[src/rtl/sdram_trk_pkg.sv]
package sdram_trk_pkg;

  typedef enum logic [2:0] {
    OP_NOP,
    OP_ACT,
    OP_RD,
    OP_WR,
    OP_PRE,
    OP_OTHER
  } op_e;

  typedef enum logic [2:0] {
    VC_NONE     = 3'd0,
    VC_ACT_OPEN = 3'd1,
    VC_TRC      = 3'd2,
    VC_TRRD     = 3'd3,
    VC_COL_IDLE = 3'd4,
    VC_TRCD     = 3'd5
  } viol_e;

  typedef enum logic [1:0] {
    BK_IDLE,
    BK_OPEN,
    BK_CLOSING
  } bank_st_e;

endpackage

[src/rtl/sdram_cmd_decode.sv]
module sdram_cmd_decode
  import sdram_trk_pkg::*;
(
  input  logic cs_n_i,
  input  logic ras_n_i,
  input  logic cas_n_i,
  input  logic we_n_i,
  output op_e  op_o
);

  always_comb begin
    if (cs_n_i) begin
      op_o = OP_NOP;
    end else begin
      unique case ({ras_n_i, cas_n_i, we_n_i})
        3'b111:  op_o = OP_NOP;
        3'b011:  op_o = OP_ACT;
        3'b101:  op_o = OP_RD;
        3'b100:  op_o = OP_WR;
        3'b010:  op_o = OP_PRE;
        default: op_o = OP_OTHER;
      endcase
    end
  end

endmodule

[src/rtl/sdram_bank_timer.sv]
module sdram_bank_timer
  import sdram_trk_pkg::*;
#(
  parameter int T_RCD     = 3,
  parameter int T_RC      = 9,
  parameter int T_RAS_MAX = 40,
  parameter int T_AP      = 2
) (
  input  logic clk_i,
  input  logic rst_ni,
  input  logic act_i,
  input  logic col_ap_i,
  input  logic pre_i,
  output logic busy_o,
  output logic open_o,
  output logic rcd_ok_o,
  output logic rc_ok_o,
  output logic tras_warn_o
);

  localparam int T_ACT_SAT = (T_RC > T_RCD) ? T_RC : T_RCD;
  localparam int CW        = $clog2(T_ACT_SAT + 1);
  localparam int OW        = $clog2(T_RAS_MAX + 1);
  localparam int AW        = (T_AP > 1) ? $clog2(T_AP) : 1;

  bank_st_e        st_q;
  logic [CW-1:0]   act_cnt_q;
  logic [OW-1:0]   open_cnt_q;
  logic [AW-1:0]   ap_cnt_q;

  // cycles since last activate, saturating
  always_ff @(posedge clk_i or negedge rst_ni) begin
    if (!rst_ni)                             act_cnt_q <= CW'(T_ACT_SAT);
    else if (act_i)                          act_cnt_q <= CW'(1);
    else if (act_cnt_q != CW'(T_ACT_SAT))    act_cnt_q <= act_cnt_q + 1'b1;
  end

  // open time, saturating at the limit
  always_ff @(posedge clk_i or negedge rst_ni) begin
    if (!rst_ni)      open_cnt_q <= '0;
    else if (act_i)   open_cnt_q <= OW'(1);
    else if (st_q == BK_OPEN && open_cnt_q != OW'(T_RAS_MAX))
      open_cnt_q <= open_cnt_q + 1'b1;
  end

  always_ff @(posedge clk_i or negedge rst_ni) begin
    if (!rst_ni) begin
      st_q     <= BK_IDLE;
      ap_cnt_q <= '0;
    end else begin
      case (st_q)
        BK_IDLE: if (act_i) st_q <= BK_OPEN;
        BK_OPEN: begin
          if (pre_i) begin
            st_q <= BK_IDLE;
          end else if (col_ap_i) begin
            st_q     <= BK_CLOSING;
            ap_cnt_q <= '0;
          end
        end
        BK_CLOSING: begin
          if (pre_i || ap_cnt_q == AW'(T_AP - 1)) st_q <= BK_IDLE;
          else                                    ap_cnt_q <= ap_cnt_q + 1'b1;
        end
        default: st_q <= BK_IDLE;
      endcase
    end
  end

  assign busy_o      = (st_q != BK_IDLE);
  assign open_o      = (st_q == BK_OPEN);
  assign rcd_ok_o    = (act_cnt_q >= CW'(T_RCD));
  assign rc_ok_o     = (act_cnt_q >= CW'(T_RC));
  assign tras_warn_o = open_o && (open_cnt_q == OW'(T_RAS_MAX));

endmodule

[src/rtl/sdram_act_tracker.sv]
module sdram_act_tracker
  import sdram_trk_pkg::*;
#(
  parameter int NUM_BANKS = 4,
  parameter int ROW_W     = 12,
  parameter int AP_BIT    = 10,
  parameter int T_RCD     = 3,
  parameter int T_RC      = 9,
  parameter int T_RRD     = 2,
  parameter int T_RAS_MAX = 40,
  parameter int T_AP      = 2,
  localparam int BA_W     = $clog2(NUM_BANKS)
) (
  input  logic                 clk_i,
  input  logic                 rst_ni,
  input  logic                 cs_n_i,
  input  logic                 ras_n_i,
  input  logic                 cas_n_i,
  input  logic                 we_n_i,
  input  logic [BA_W-1:0]      ba_i,
  input  logic [ROW_W-1:0]     addr_i,
  output logic                 cs_n_o,
  output logic                 ras_n_o,
  output logic                 cas_n_o,
  output logic                 we_n_o,
  output logic [BA_W-1:0]      ba_o,
  output logic [ROW_W-1:0]     addr_o,
  output logic                 legal_o,
  output logic                 viol_o,
  output logic [2:0]           viol_code_o,
  output logic [NUM_BANKS-1:0] bank_open_o,
  output logic [NUM_BANKS-1:0] tras_warn_o
);

  localparam int RW = $clog2(T_RRD + 1);

  op_e                  op;
  viol_e                code;
  logic                 legal;
  logic                 is_col;
  logic                 ap_bit;
  logic [RW-1:0]        rrd_cnt_q;
  logic                 rrd_ok;
  logic [NUM_BANKS-1:0] busy, opened, rcd_ok, rc_ok, warn;

  sdram_cmd_decode u_dec (
    .cs_n_i (cs_n_i),
    .ras_n_i(ras_n_i),
    .cas_n_i(cas_n_i),
    .we_n_i (we_n_i),
    .op_o   (op)
  );

  assign is_col = (op == OP_RD) || (op == OP_WR);
  assign ap_bit = addr_i[AP_BIT];

  always_comb begin
    code = VC_NONE;
    if (op == OP_ACT) begin
      if (busy[ba_i])        code = VC_ACT_OPEN;
      else if (!rc_ok[ba_i]) code = VC_TRC;
      else if (!rrd_ok)      code = VC_TRRD;
    end else if (is_col) begin
      if (!opened[ba_i])      code = VC_COL_IDLE;
      else if (!rcd_ok[ba_i]) code = VC_TRCD;
    end
  end

  assign legal = (code == VC_NONE);

  // spacing between activates on any banks
  always_ff @(posedge clk_i or negedge rst_ni) begin
    if (!rst_ni)                           rrd_cnt_q <= RW'(T_RRD);
    else if (legal && op == OP_ACT)        rrd_cnt_q <= RW'(1);
    else if (rrd_cnt_q != RW'(T_RRD))      rrd_cnt_q <= rrd_cnt_q + 1'b1;
  end
  assign rrd_ok = (rrd_cnt_q >= RW'(T_RRD));

  for (genvar b = 0; b < NUM_BANKS; b++) begin : g_bank
    logic sel;
    assign sel = (ba_i == BA_W'(b));

    sdram_bank_timer #(
      .T_RCD    (T_RCD),
      .T_RC     (T_RC),
      .T_RAS_MAX(T_RAS_MAX),
      .T_AP     (T_AP)
    ) u_tmr (
      .clk_i      (clk_i),
      .rst_ni     (rst_ni),
      .act_i      (legal && op == OP_ACT && sel),
      .col_ap_i   (legal && is_col && ap_bit && sel),
      .pre_i      (op == OP_PRE && (ap_bit || sel)),
      .busy_o     (busy[b]),
      .open_o     (opened[b]),
      .rcd_ok_o   (rcd_ok[b]),
      .rc_ok_o    (rc_ok[b]),
      .tras_warn_o(warn[b])
    );
  end

  assign cs_n_o      = legal ? cs_n_i  : 1'b0;
  assign ras_n_o     = legal ? ras_n_i : 1'b1;
  assign cas_n_o     = legal ? cas_n_i : 1'b1;
  assign we_n_o      = legal ? we_n_i  : 1'b1;
  assign ba_o        = ba_i;
  assign addr_o      = addr_i;
  assign legal_o     = legal;
  assign viol_o      = !legal;
  assign viol_code_o = code;
  assign bank_open_o = busy;
  assign tras_warn_o = warn;

endmodule

[config.mk]
export PLATFORM = sky130hd
export DESIGN_NAME = sdram_act_tracker
export DESIGN_NICKNAME = d
export VERILOG_FILES = /design/src/rtl/sdram_trk_pkg.sv /design/src/rtl/sdram_cmd_decode.sv /design/src/rtl/sdram_bank_timer.sv /design/src/rtl/sdram_act_tracker.sv
export SDC_FILE = /design/constraint.sdc
export NUM_CORES = 1
export LEC_CHECK = 0
export BUFFER_PORTS_ARGS = -buffer_cell sky130_fd_sc_hd__buf_2
export CORE_MARGIN = 1
export CORE_UTILIZATION = 60
export DETAILED_ROUTE_END_ITERATION = 7
export PLACE_DENSITY = 0.94
export SYNTH_ARGS = -nofsm -noshare
export SYNTH_HDL_FRONTEND = slang
export SYNTH_SLANG_ARGS = --single-unit
[constraint.sdc]
create_clock -name clk_i -period 6.4 [get_ports clk_i]
set_input_delay 0.96 -clock clk_i [delete_from_list [all_inputs] [get_ports clk_i]]
set_output_delay 0.96 -clock clk_i [all_outputs]
set_load 0.02 [all_outputs]
==> results by group, run 1 <==
Power
  • Combinational share of power: 0.424
  • Leak: 1.63 nW
  • Switch share: 0.418
  • Net Switching: 0.000639 W
  • P per Cell Area: 438 nW/um^2
  • Int Pwr: 0.000890 W
  • Max VDD drop: 0.250 mV
  • Clk pwr share: 0.120
  • Part of the power in registers: 0.455

Global routing
  • First-pass GRT wire length: 11400 um
  • GRT overflow: 0
  • All-layer global routing usage: 0.240
  • Number of global-route vias before repair: 2465
  • Initial antenna violation count: 0
  • Largest net degree at the start of global routing: 55

Clocking
  • Setup bufs post-CTS: 0
  • CTS Hold Bufs: 0
  • H-tree depth: 2
  • Clk_lat worst skew: 0.31 ns
  • Clock slew at reported path FFs: 0.09 ns
  • CTS tree: yes
  • Root buf cell: clkbuf_8
  • Clock buffer depth: 2
  • CTS buffer count: 5
  • Resized cells post-CTS: 0
  • Clock sinks: 54

Hold path
  • Hold Path Class: flip-flop to flip-flop
  • Worst hold stages: 2

Floorplan
  • Die area: 5980 um^2
  • Die outline width: 77.3 um
  • I/O pin count: 51
  • Die H: 77.3 um
  • Total core area: 5470 um^2
  • Initial Util: 0.622
  • Row Count: 27

Detailed routing
  • Number of DRC markers in iteration 0: 244
  • DRC: 0
  • DR WL/cell: 14.7 um
  • DRT antenna net count: 0
  • Final wirelength: 6580 um
  • Drt pass-1 iters: 4
  • Avg Vias per Cell: 5.76
  • DR vias: 2576

Critical path
  • Critical path peak fanout: 13
  • Crit path kind: input pin to primary output
  • Reg2Reg Depth: 7
  • Type of destination of the critical path: primary output
  • CP startpoint kind: input pin
  • Critical Path RT: 5.44 ns
  • WP data arrival: 2.57 ns

Logic synthesis
  • Yosys top cell by area: dfrtp_1
  • Post-synthesis sequential area ratio: 0.400
  • Synth top area share: 0.331
  • Number of synthesized flops with an enable pin: 0
  • Top_reg_cell synth: dfrtp_1
  • Async S/R FF share, synth: 1.00
  • Count of cell types in the netlist: 45
  • Mean Syn Cell Area: 9.22 um^2
  • Seq cells post-synth: 54
  • Top cells by area, synth: dfrtp_1 33%, ha_1 7.7%, dfstp_2 6.9%, buf_4 5.7%, nor2_1 5.5%
  • Synth warn: 0
  • Syn_nets: 410
  • Mapped cell area: 3400 um^2
  • Gate Count Post-Synth: 369

Timing
  • RSZ-0062 raised after global routing: no
  • Tcrit/Tclk final: 0.551
  • Rel. slew slack: 0.285
  • Final count of pins violating max slew: 0
  • Fmax: 283 MHz
  • Final-report setup violation count: 0
  • Slew @ Worst Pin: 1.06 ns
  • Endpoints failing hold: 0
  • Final Critical Period: 3.53 ns
  • Final clock skew: 0.00572 ns
  • Fin Hold WS: 0.513 ns
  • Setup TNS: 0 ns

Layout
  • Commonest non-fill, non-tap cell in the layout: nor2_1
  • Most frequent cells in the layout: 50 x nor2_1, 45 x dfrtp_1, 28 x buf_2
  • Layout cells sized above 1: 0.163
  • Final design utilization: 0.639
  • P&R area growth vs syn: 2.72%
  • N_diodes: 0
  • Nets: 415

Placement
  • Placer congestion estimate: 0.955
  • HPWL Detailed: 4940 um
  • Input/output buffers: 28

Status
  • Status: complete, no violations

Run
  • Total of max-cap violations: 0
-- synth_stat cells (4+ instances only) --
cell      number
a21oi_1       21
buf_4         26
dfrtp_1       45
dfstp_2        9
ha_1          21
inv_1         26
mux2i_1        4
nand2_1       21
nand2b_1      16
nand3_1       10
nand3b_1       4
nand4_1        9
nor2_1        50
nor2b_1        4
nor4_1         4
nor4_2         4
o21ai_0       10
or2_1          4
or2_2          8
xnor2_1        9
xor2_1        17
-- kinds of logic after synthesis --
group                    synth area share
AND/OR/NAND/NOR                     0.247
multiplexers                       0.0250
buffers and inverters              0.0949
adder cells (fa/ha/maj)            0.0772
XOR/XNOR                           0.0669
AO/OA/AOI/OAI                      0.0890
flip-flops                          0.400
-- sequential cells by signal, summed over array words and instances, names as in the netlist --
name                     count
g_bank.u_tmr.act_cnt_q      16
g_bank.u_tmr.st_q            8
rrd_cnt_q                    2
g_bank.u_tmr.open_cnt_q     24
g_bank.u_tmr.ap_cnt_q        4
-- layout make-up --
type	count	area, um^2
clock buffer	8	80.1
inverter	26	97.6
tap	72	90.1
sequential	54	1360
multi-input combinational	258	1720
timing repair buffer	29	148
fill	469	1980
-- worst max-delay path, stage by stage --
cell      delay (ns)
buf_2           0.20
nand2b_1        0.25
a21oi_1         0.09
or4_1           0.68
nor2_1          0.15
nor2_1          0.06
buf_2           0.17
-- metrics by stage --
| step | std cells | worst slack (ns) | power, W | area [um^2] |
|---|---|---|---|---|
| after floorplan | 369 | 3.18 | 0.00120 | 3400 |
| after global placement | 439 | 2.95 | 0.00129 | 3420 |
| after detailed placement | 439 | 2.89 | 0.00135 | 3420 |
| after CTS | 447 | 2.88 | 0.00154 | 3500 |
| after global routing | 447 | 2.75 | 0.00167 | 3500 |
| final | 447 | 2.87 | 0.00153 | 3500 |
-- layer usage --
metal / wire length, um / part of all wire / GRT usage / vias up
met1: 2890 / 0.44 / 0.316 / 1261
li1: - / - / - / 1224
met3: 376 / 0.057 / 0.0440 / 15
met5: 0 / 0 / 0 / -
met2: 3180 / 0.48 / 0.391 / 76
met4: 137 / 0.021 / 0.0943 / 0
-- path summary, 6_finish.rpt --
kind,start,to,slack [ns]
worst min-delay path,g_bank[1].u_tmr.ap_cnt_q,g_bank[1].u_tmr.ap_cnt_q,0.51
worst min register to register,g_bank[1].u_tmr.ap_cnt_q,g_bank[1].u_tmr.ap_cnt_q,0.51
max in group asynchronous,rst_ni,g_bank[0].u_tmr.act_cnt_q[1],5.20
worst max-delay path,ba_i[1],viol_code_o[1],2.87
min in group asynchronous,rst_ni,g_bank[3].u_tmr.open_cnt_q[4],0.76
worst max register to register,g_bank[2].u_tmr.act_cnt_q[0],g_bank[2].u_tmr.st_q[0],3.37
-- power by group through the flow --
stage          combinational (W)  clock [W]  sequential (W)
2_1_floorplan           0.000547          0        0.000654
3_3_place_gp            0.000601          0        0.000685
5_1_grt                 0.000748   0.000199        0.000721
6_report                0.000649   0.000184        0.000697
4_1_cts                 0.000654   0.000188        0.000693
3_5_place_dp            0.000650          0        0.000699
(Power assumes the default switching activity.)
==> run 2: changes to the inputs <==
- CORE_UTILIZATION: 60 -> 57
- PLACE_DENSITY: 0.94 -> 0.91
- clock period: 6.4 -> 3.6 ns (I/O delays scaled with it)
==> run 2 against run 1 <==
  * Combinational power up 79%
  * Power up 79%
  * Utilization down 1.0 points
  * Die area up 5.1%
  * Cell area up 1.4%
==> results by group, run 2 (synthesis results as in run 1) <==
Clocking
  • Resized cells post-CTS: 0 (unchanged)
  • H-tree depth: 2 (unchanged)
  • Clock slew at reported path FFs: 0.09 ns (about the same)
  • Clk_lat worst skew: 0.31 ns (about the same)
  • Clock sinks: 54 (unchanged)
  • Root buf cell: clkbuf_8
  • CTS buffer count: 5 (unchanged)
  • CTS tree: yes
  • Setup bufs post-CTS: 0 (unchanged)
  • CTS Hold Bufs: 0 (unchanged)
  • Clock buffer depth: 2 (unchanged)

Detailed routing
  • Drt pass-1 iters: 4 (unchanged)
  • Number of DRC markers in iteration 0: 156 (-36%)
  • DR WL/cell: 14.5 um (-1.5%)
  • DRT antenna net count: 0 (unchanged)
  • Avg Vias per Cell: 5.66 (-1.8%)
  • DRC: 0 (unchanged)
  • Final wirelength: 6560 um (-0.41%)
  • DR vias: 2559 (-0.66%)

Global routing
  • GRT overflow: 0 (unchanged)
  • Initial antenna violation count: 0 (unchanged)
  • Number of global-route vias before repair: 2439 (-1.1%)
  • First-pass GRT wire length: 11000 um (-2.9%)
  • Largest net degree at the start of global routing: 35 (-36%)
  • All-layer global routing usage: 0.226 (-0.0143)

Timing
  • Tcrit/Tclk final: 0.833
  • Fmax: 333 MHz
  • Setup TNS: 0 ns (unchanged)
  • Final clock skew: 0.00548 ns (-0.000237 ns)
  • Rel. slew slack: 0.513 (+0.228)
  • Worst setup margin: 0.601 ns (-2.27 ns)
  • Final Critical Period: 3.00 ns
  • Endpoints failing hold: 0 (unchanged)
  • RSZ-0062 raised after global routing: no
  • Slew @ Worst Pin: 0.727 ns (-0.336 ns)
  • Final-report setup violation count: 0 (unchanged)
  • Final count of pins violating max slew: 0 (unchanged)

Placement
  • Setup WS pre-CTS: 0.942 ns (-1.95 ns)
  • Placer congestion estimate: 0.905 (-5.2%)
  • Input/output buffers: 28 (unchanged)
  • HPWL Detailed: 4930 um (about the same)

Power
  • Leak: 1.67 nW (+2.2%)
  • P per Cell Area: 771 nW/um^2 (+76%)
  • Max VDD drop: 0.384 mV (+54%)

Hold path
  • Hold Path Class: input pin to async pin

Floorplan
  • Total core area: 5640 um^2 (+3.1%)
  • Initial Util: 0.603 (-0.0186)
  • Die outline width: 79.3 um (+2.5%)
  • Row Count: 27 (unchanged)
  • I/O pin count: 51 (unchanged)
  • Die H: 79.3 um (+2.5%)
  • Die area: 6280 um^2 (+5.1%)

Critical path
  • Critical path peak fanout: 5 (-8)
  • Crit path kind: flip-flop to primary output
  • Cell chain of the critical path: inv_1 -> ha_1 -> or3b_2 -> a21oi_1 -> nor4_1 -> a21oi_1 -> or2_2 -> buf_2
  • Type of destination of the critical path: primary output
  • Slowest CP cell: dfstp_2
  • Worst R2R Setup Slack: 1.07 ns (-2.30 ns)
  • CP startpoint kind: flip-flop
  • Reg-to-Reg Start: g_bank[2].u_tmr.act_cnt_q[0]
  • FF-to-FF End: g_bank[3].u_tmr.st_q[0]
  • Critical Path RT: 3.06 ns (-2.38 ns)
  • Max stage delay on crit path: 0.59 ns (-0.09 ns)
  • CP most frequent cell: a21oi_1
  • Reg2Reg Depth: 8 (+1)
  • WP data arrival: 2.46 ns (-0.11 ns)

Layout
  • Commonest non-fill, non-tap cell in the layout: nor2_1
  • P&R area growth vs syn: 4.15%
  • Final design utilization: 0.628 (-0.0105)
  • N_diodes: 0 (unchanged)
  • Largest register by flop count: g_bank.u_tmr.open_cnt_q
  • Largest registers: g_bank.u_tmr.open_cnt_q x24, g_bank.u_tmr.act_cnt_q x16, g_bank.u_tmr.st_q x8
  • Nets: 420 (+1.2%)
  • Layout cells sized above 1: 0.179 (+0.0163)
  • Most frequent cells in the layout: 50 x nor2_1, 45 x dfrtp_1, 28 x buf_2
  • FILL cells: 446 (-4.9%)
  • Largest register FFs: 24 (unchanged)

Status
  • Status: complete, no violations

Run
  • Total of max-cap violations: 0 (unchanged)
## run 2: cell types whose count changed in the layout (fill, tap and decap cells not counted)
cell / previous run / this run
clkbuf_1: 3 / 1
clkbuf_8: 5 / 6
clkinv_2: 0 / 1
buf_4: 1 / 6
## run 2: cell type report
cell class                 instances  area [um^2]  share of cell area
multi-input combinational        258         1720               0.485
sequential                        54         1360               0.384
timing repair buffer              34          185              0.0522
inverter                          26         97.6              0.0275
tap                               72         90.1              0.0254
clock buffer                       7         86.3              0.0244
clock inverter                     1         5.00             0.00141
## run 2: how the worst max path moves through the flow
stage,from,endpoint
after global routing,g_bank[3].u_tmr.act_cnt_q[0],viol_code_o[1]
after global placement,ba_i[1],viol_code_o[1]
after detailed placement,ba_i[1],viol_code_o[1]
after floorplan,g_bank[2].u_tmr.act_cnt_q[0],viol_code_o[0]
after CTS,g_bank[2].u_tmr.act_cnt_q[0],viol_code_o[1]
final,g_bank[2].u_tmr.act_cnt_q[0],ras_n_o
## run 2: critical path, delay by kind of cell (launching register included)
kind	cells	cell delay, ns
simple gates	3	0.91
flops	1	0.59
buf+inv	2	0.21
fa+ha+maj	1	0.18
compound gates	2	0.27
## run 2: stage by stage
step                cell area, um^2  total power [W]  instances  hold WS, ns
global route                   3540          0.00299        452        0.326
global placement               3450          0.00230        444        0.476
CTS                            3540          0.00274        452        0.316
floorplan                      3400          0.00213        369        0.244
detailed placement             3450          0.00239        444        0.492
finish                         3540          0.00273        452        0.277
## run 2: report_power, final
group	switching [W]	total, W	internal (W)	leakage (nW)
Clock	0.000187	0.000342	0.000155	0.0482
Combinational	0.000644	0.00116	0.000513	0.983
Sequential	0.000301	0.00123	0.000932	0.637
## run 2: routing by layer
layer / track usage / part of all wire / routed length, um / up-vias
li1: - / - / - / 1242
met1: 0.300 / 0.45 / 2940 / 1223
met2: 0.361 / 0.47 / 3110 / 69
met3: 0.0552 / 0.056 / 366 / 25
met4: 0.0727 / 0.022 / 144 / 0
met5: 0 / 0 / 0 / -
